[config.mk]
export PLATFORM = sky130hd
export DESIGN_NAME = bitfield_unit
export DESIGN_NICKNAME = d
export VERILOG_FILES = /design/src/rtl/bfu_pkg.sv /design/src/rtl/bfu_bounds.sv /design/src/rtl/bfu_fieldop.sv /design/src/rtl/bfu_extract.sv /design/src/rtl/bitfield_unit.sv
export SDC_FILE = /design/constraint.sdc
export NUM_CORES = 1
export LEC_CHECK = 0
export ABC_AREA = 1
export BUFFER_PORTS_ARGS = -buffer_cell sky130_fd_sc_hd__buf_2
export CAP_MARGIN = 20
export CORE_UTILIZATION = 53
export CTS_CLUSTER_SIZE = 12
export DETAILED_ROUTE_END_ITERATION = 10
export PLACE_DENSITY = 0.76
export RECOVER_POWER = 50
export SYNTH_ARGS = -nofsm -noshare
export SYNTH_HDL_FRONTEND = slang
export SYNTH_SLANG_ARGS = --single-unit
[constraint.sdc]
create_clock -name clk -period 5.8 [get_ports clk]
set_clock_uncertainty 0.15 [all_clocks]
set_input_delay 1.16 -clock clk [delete_from_list [all_inputs] [get_ports clk]]
set_output_delay 1.16 -clock clk [all_outputs]
set_load 0.01 [all_outputs]
[src/rtl/bfu_pkg.sv]
package bfu_pkg;

    localparam int DATA_W = 32;
    localparam int POS_W  = $clog2(DATA_W);

    typedef enum logic [1:0] {
        OP_CLR  = 2'b00,
        OP_SET  = 2'b01,
        OP_SEXT = 2'b10,
        OP_ZEXT = 2'b11
    } bf_op_e;

    typedef struct packed {
        logic [POS_W-1:0] pos_a;
        logic [POS_W-1:0] pos_b;
        logic             ctrl_bad;
    } bounds_t;

    typedef struct packed {
        logic [DATA_W-1:0] data;
        logic              bad;
    } bf_res_t;

endpackage

[src/rtl/bfu_bounds.sv]
module bfu_bounds
    import bfu_pkg::*;
#(
    parameter int DW = DATA_W,
    parameter int PW = POS_W
) (
    input  logic          use_reg,
    input  logic [PW-1:0] imm_a,
    input  logic [PW-1:0] imm_b,
    input  logic [DW-1:0] ctrl,
    output bounds_t       bnd
);
    localparam int PACK_W = 2 * PW;

    always_comb begin
        if (use_reg) begin
            bnd.pos_b    = ctrl[PW-1:0];
            bnd.pos_a    = ctrl[PACK_W-1:PW];
            bnd.ctrl_bad = |ctrl[DW-1:PACK_W];
        end else begin
            bnd.pos_b    = imm_b;
            bnd.pos_a    = imm_a;
            bnd.ctrl_bad = 1'b0;
        end
    end
endmodule

[src/rtl/bfu_fieldop.sv]
module bfu_fieldop
    import bfu_pkg::*;
#(
    parameter int DW = DATA_W,
    parameter int PW = POS_W
) (
    input  logic [DW-1:0] src,
    input  logic [PW-1:0] lo,
    input  logic [PW-1:0] hi,
    input  logic          set_mode,
    output logic [DW-1:0] dout,
    output logic          order_bad
);
    logic [DW-1:0] mask;

    for (genvar i = 0; i < DW; i++) begin : g_mask
        localparam logic [PW-1:0] IDX = PW'(i);
        assign mask[i] = (IDX >= lo) && (IDX <= hi);
    end

    assign order_bad = !(hi > lo);

    always_comb begin
        if (order_bad)
            dout = src;
        else if (set_mode)
            dout = src | mask;
        else
            dout = src & ~mask;
    end
endmodule

[src/rtl/bfu_extract.sv]
module bfu_extract
    import bfu_pkg::*;
#(
    parameter int DW = DATA_W,
    parameter int PW = POS_W
) (
    input  logic [DW-1:0] src,
    input  logic [PW-1:0] lshift,
    input  logic [PW-1:0] rshift,
    input  logic          sign_mode,
    output logic [DW-1:0] dout
);
    logic [DW-1:0] shl;

    assign shl = src << lshift;

    always_comb begin
        if (sign_mode)
            dout = DW'($signed(shl) >>> rshift);
        else
            dout = shl >> rshift;
    end
endmodule

[src/rtl/bitfield_unit.sv]
module bitfield_unit
    import bfu_pkg::*;
#(
    parameter int DW = DATA_W,
    parameter int PW = POS_W
) (
    input  logic          clk,
    input  logic          rst,
    input  logic          in_valid,
    input  logic [1:0]    op,
    input  logic [DW-1:0] src,
    input  logic [PW-1:0] imm_a,
    input  logic [PW-1:0] imm_b,
    input  logic [DW-1:0] ctrl,
    input  logic          use_reg,
    output logic          out_valid,
    output logic [DW-1:0] result,
    output logic          bad_operand
);
    bf_op_e        op_e;
    bounds_t       bnd;
    logic [DW-1:0] field_res;
    logic [DW-1:0] ext_res;
    logic          order_bad;
    bf_res_t       nxt;
    bf_res_t       res_q;
    logic          vld_q;

    assign op_e = bf_op_e'(op);

    bfu_bounds #(.DW(DW), .PW(PW)) u_bounds (
        .use_reg (use_reg),
        .imm_a   (imm_a),
        .imm_b   (imm_b),
        .ctrl    (ctrl),
        .bnd     (bnd)
    );

    bfu_fieldop #(.DW(DW), .PW(PW)) u_field (
        .src       (src),
        .lo        (bnd.pos_a),
        .hi        (bnd.pos_b),
        .set_mode  (op_e == OP_SET),
        .dout      (field_res),
        .order_bad (order_bad)
    );

    bfu_extract #(.DW(DW), .PW(PW)) u_ext (
        .src       (src),
        .lshift    (bnd.pos_a),
        .rshift    (bnd.pos_b),
        .sign_mode (op_e == OP_SEXT),
        .dout      (ext_res)
    );

    always_comb begin
        case (op_e)
            OP_CLR, OP_SET: begin
                nxt.data = field_res;
                nxt.bad  = bnd.ctrl_bad | order_bad;
            end
            default: begin
                nxt.data = ext_res;
                nxt.bad  = bnd.ctrl_bad;
            end
        endcase
    end

    always_ff @(posedge clk) begin
        if (rst) begin
            vld_q <= 1'b0;
            res_q <= '0;
        end else begin
            vld_q <= in_valid;
            if (in_valid)
                res_q <= nxt;
        end
    end

    assign out_valid   = vld_q;
    assign result      = res_q.data;
    assign bad_operand = res_q.bad;
endmodule

# Word level (Yosys, flattened, before mapping)
# Index checks and enable logic that the tools add are counted.
[totals]
register_bits = 34
in_bits = 80
output_inout_bits = 34
elab_cells = 118
[classes]
magnitude_cmp = 65
n_eq_ne = 2
shifts = 3
muxes = 5
bitwise = 4
reduce_logical = 36
[op_table]
columns = ["operator", "count"]
rows = [
  ["$mux 32", 3],
  ["$ge 5x5->1 const A", 16],
  ["$le 5x5->1 const A", 16],
  ["$ge 4x5->1 const A", 8],
  ["$le 4x5->1 const A", 8],
  ["$mux 33", 1],
  ["$and 32x32->32", 1],
  ["$logic_and 1x1->1", 32],
  ["$not 32->32", 1],
  ["$or 32x32->32", 1],
  ["$shl 32x5->32", 1],
  ["$shr 32x5->32", 1],
  ["$sshr 32x5->32", 1],
  ["$reduce_or 22->1", 1],
  ["$ge 3x5->1 const A", 4],
  ["$le 3x5->1 const A", 4],
  ["$mux 11", 1],
  ["$ge 1x5->1 const A", 2],
  ["$ge 2x5->1 const A", 2],
  ["$le 1x5->1 const A", 2],
  ["$le 2x5->1 const A", 2],
  ["$gt 5x5->1", 1],
  ["$eq 2x1->1 const B", 1],
  ["$eq 2x2->1 const B", 1],
  ["4 further kinds", 4],
]

# Depth between registers and ports, before layout
[depth]
word_depth = 9
ltp_mapped = 24

# Modules after synthesis
# A second synthesis with hierarchy kept.
[hier_totals]
hier_cells = 1419
hier_area_um2 = 7074.3
[by_module_without_submodules]
columns = ["module", "instances", "cells_each", "area_per_inst_um2"]
rows = [
  ["bfu_extract", 1, 771, 3619.7],
  ["bitfield_unit", 1, 289, 1721.7],
  ["bfu_fieldop", 1, 326, 1488.9],
  ["bfu_bounds", 1, 33, 244.0],
]

# Least setup slack after synthesis
# Ideal clock, no wire load.
[synth_timing]
path_kind = "input port to flip-flop"
from = "input use_reg"
to = "register res_q (netlist bit result[22])"
t_arrival_ps = 4017
t_required_ps = 5580
setup_slack_ps = 1563
stages = 20
path_cell_list = "inv_2 > buf_6 > or2_2 > o21ai_2 > inv_1 > clkbuf_1 > buf_2 > ha_1 > a21oi_1 > o221ai_1 > nand2_1 > nor2_1 > inv_1 > nor2_1 > o221ai_1 > a21oi_1 > o21ai_0 > nand2_1 > nor2_1 > a21oi_1"
[synth_via]
elab_chain_len = 8
word_cells_on_any_way = 15
cone_classes = "order compare (3); shift (3); mux (5); bitwise (3); reduce/logical (1)"
[synth_lines]
columns = ["element", "line", "rtl"]
rows = [
  ["start: declaration", "bitfield_unit.sv:15", "input logic use_reg,"],
  ["$mux 11 *", "bfu_bounds.sv:16", "if (use_reg) begin"],
  ["branches (longest 6 deep; another with $shl 32x5->32)", "--", ""],
  ["$mux 33 *", "bitfield_unit.sv:57", "case (op_e)"],
  ["end signal: assignment", "bitfield_unit.sv:76", "res_q <= nxt;"],
  ["end: declaration", "bitfield_unit.sv:26", "bf_res_t res_q;"],
]
# Mark *: on every way between the ends.
# A chain may end at the register's enable or synchronous reset.

# Final worst setup path
# Same ends and word-level chain as after synthesis.

==> qor.csv <==
stage,metric,value,unit
finish,antenna_cells,0,
critical_path,r2r-start,result[29],
yosys,synth_nets,1350,
die,io_pins,114,
finish,layout_common_cells,"nand2_1 (400), nand3_1 (352), inv_1 (80), buf_2 (79), o21ai_0 (63)",
yosys,yosys_warnings,0,
drt,wl,30.8,mm
sta,slew_headroom,0.450,
critical_path,end_kind,flip-flop,
sta,max_freq,201,MHz
yosys,synth_top_area_frac,0.271,
yosys,synthArstFlopShare,0,
yosys,synth_enable_flop_cells,0,
sta,period_share,0.860,
yosys,synth_seq_cells,34,
job,maxCapViolCount,0,
sta,setup_ws,814,ps
drt,avgRoutedWirePerCell,20.9,um
sta,worstMarginPinSlew,825,ps
clock_tree,ctsHoldBuffers,0,
global_routing,use_met2,0.740,
die,fp.dieW,113,um
critical_path,worstSetupStartpointType,primary input,
die,dieArea,0.0127,mm2
sta,rsz0062_at_grt,false,
clock_tree,clk_latency,280,ps
drt,drc_errors,0,
yosys,syn_avg_cell_area,5.14,um2
critical_path,crit_start,use_reg,
sta,fin_crit,4990,ps
finish,finalNetCount,1413,
global_routing,met1_usage,0.627,
global_routing,busiest_layer,met2,
clock_tree,cts-root-buf,clkbuf_16,
drt,firstDrtPassIters,6,
yosys,synthCells,1265,
global_routing,grt_pass1_vias,8620,
clock_tree,clock-sinks,34,
yosys,synth_top_area_cell,nand3_1,
critical_path,endpoint,result[22],
die,rows,40,
critical_path,worstPathMaxFanout,15,
place,dpl.cell_count,1468,
die,initial_utilization,0.543,
pwr,ir_drop,0.117,mV
die,die_h,113,um
global_routing,grt_pass1_wl,47.2,mm
drt,route.vias.total,9739,
place,io_buffers,113,
pwr,p_per_area,203,mW/mm2
drt,via_per_inst,6.60,
global_routing,grt_max_degree,52,
outcome,status,"finished, final reports clean",
clock_tree,cts_resized,0,
global_routing,gr-total-overflow,0,
yosys,seq_area_frac_synth,0.105,
sta,tns,0,ps
place,pre_cts_slack,700,ps
sta,hold_viol,0,
hold_path,min-delay-start,bad_operand,
clock_tree,cts_buffer_depth,2,
clock_tree,post_cts_buffers,0,
critical_path,r2r_setup_slack,4870,ps
critical_path,crit_type,primary input to flip-flop,
finish,layout_commonest_cell,nand2_1,
drt,drt_iter0_drc,1736,
die,core,0.0120,mm2
yosys,ys_types,41,
finish,drive_above_1_share,0.109,
critical_path,critical_path_arrival,5000,ps
finish,synthToLayoutAreaGrowth,9.99,%
clock_tree,clk_transition_reported_paths,60,ps
place,gp_congestion,1.07,
clock_tree,cts_max_level,2,
place,place_hpwl,23.7,mm
yosys,netlist_area,0.00650,mm2
yosys,synth_area_leaders,"nand3_1 (27%), nand2_1 (23%), dfxtp_1 (10%)",
yosys,synth_ff_type,dfxtp_1,
critical_path,cp.required,5810,ps
clock_tree,cts_inserted_buffers,5,
finish,finalNonFillerCells,1476,
critical_path,r2r_cells,2,
clock_tree,cts_tree,done,
global_routing,antenna_found_initial,0,
pwr,cellLeakagePower,0.00352,uW
drt,antenna_left,0,
global_routing,grt_util_met3,0.0948,
global_routing,track_usage,0.481,
sta,slew_viol_final,0,
hold_path,hold_path_class,flip-flop to flip-flop,
sta,setup_violations,0,
critical_path,rr_endpoint,result[29],
Yosys cell counts (2+ instances only):
| cell | number |
|---|---|
| nand2_1 | 400 |
| nand3_1 | 352 |
| inv_1 | 80 |
| o21ai_0 | 63 |
| nor2_1 | 60 |
| a21oi_1 | 48 |
| dfxtp_1 | 34 |
| clkbuf_1 | 33 |
| o211ai_1 | 27 |
| nand4_1 | 26 |
| buf_4 | 16 |
| a31oi_1 | 15 |
| buf_1 | 13 |
| buf_2 | 12 |
| buf_6 | 8 |
| nor2_2 | 6 |
| nor4_1 | 6 |
| o21ai_2 | 6 |
| ha_1 | 5 |
| inv_2 | 5 |
| nand2_2 | 5 |
| o2111ai_1 | 5 |
| o221ai_1 | 5 |
| clkinv_1 | 4 |
| nor3_1 | 4 |
| o21ai_1 | 4 |
| a211oi_1 | 3 |
| or2_2 | 3 |
| a21oi_2 | 2 |
| nand3b_1 | 2 |
| nor2_4 | 2 |
| or2_1 | 2 |
per-layer routing:
layer | vias to the layer above | wire length, um
met4 | 0 | 1950
met2 | 805 | 13100
li1 | 4475 | -
met1 | 4336 | 11700
met3 | 123 | 4070
met5 | - | 0
metrics by stage:
stage / hold WS, ps / utilization / power, uW / instance area, um2
2_1_floorplan: 366 / - / 826 / 6500
3_3_place_gp: 313 / 0.585 / 1070 / 7000
3_5_place_dp: 320 / 0.585 / 1070 / 7000
4_1_cts: 338 / 0.601 / 1420 / 7190
5_1_grt: 372 / 0.598 / 1530 / 7150
6_report: 344 / 0.598 / 1450 / 7150
report_power, final:
part           internal [uW]  switching (uW)  total, uW
Sequential               254            10.9        265
Combinational            236             602        838
Clock                    247             104        351
Total                    736             717       1450
worst max-delay path, stage by stage:
cell and delay (ps):
buf_2 370, inv_2 270, or2_2 340, o21ai_2 280, clkinv_1 210, ha_1 340
nand2_1 60, inv_1 70, nand3_1 60, o221ai_1 150, nand2_1 210, nor2_1 430
inv_1 180, nor2_1 190, o221ai_1 170, o21ai_0 180, nand2_1 70, nor2_1 160
a21oi_1 90
registers in the layout, indices dropped and copies added, names as in the netlist:
name and cells:
out_valid 1, bad_operand 1, result 32
area by class of cell:
type / count / area [um2]
Sequential cell: 34 / 681
Multi-Input combinational cell: 1059 / 5040
Clock buffer: 5 / 125
Fill cell: 1325 / 4810
Clock inverter: 3 / 68.8
Tap cell: 147 / 184
Inverter: 90 / 339
Timing Repair Buffer: 138 / 711
worst min-delay path by stage:
stage	to	slack, ps	cells after the start
2_1_floorplan	bad_operand	370	2
3_3_place_gp	bad_operand	310	2
3_5_place_dp	bad_operand	320	2
4_1_cts	bad_operand	340	2
5_1_grt	bad_operand	370	2
6_report	bad_operand	340	2
logic make-up after synthesis:
kind of cell	after synthesis	share of synthesized area
simple gates	871	0.596
fa+ha+maj	5	0.00963
flops	34	0.105
compound gates	183	0.170
buf+inv	172	0.120
(Power assumes the default switching activity.)
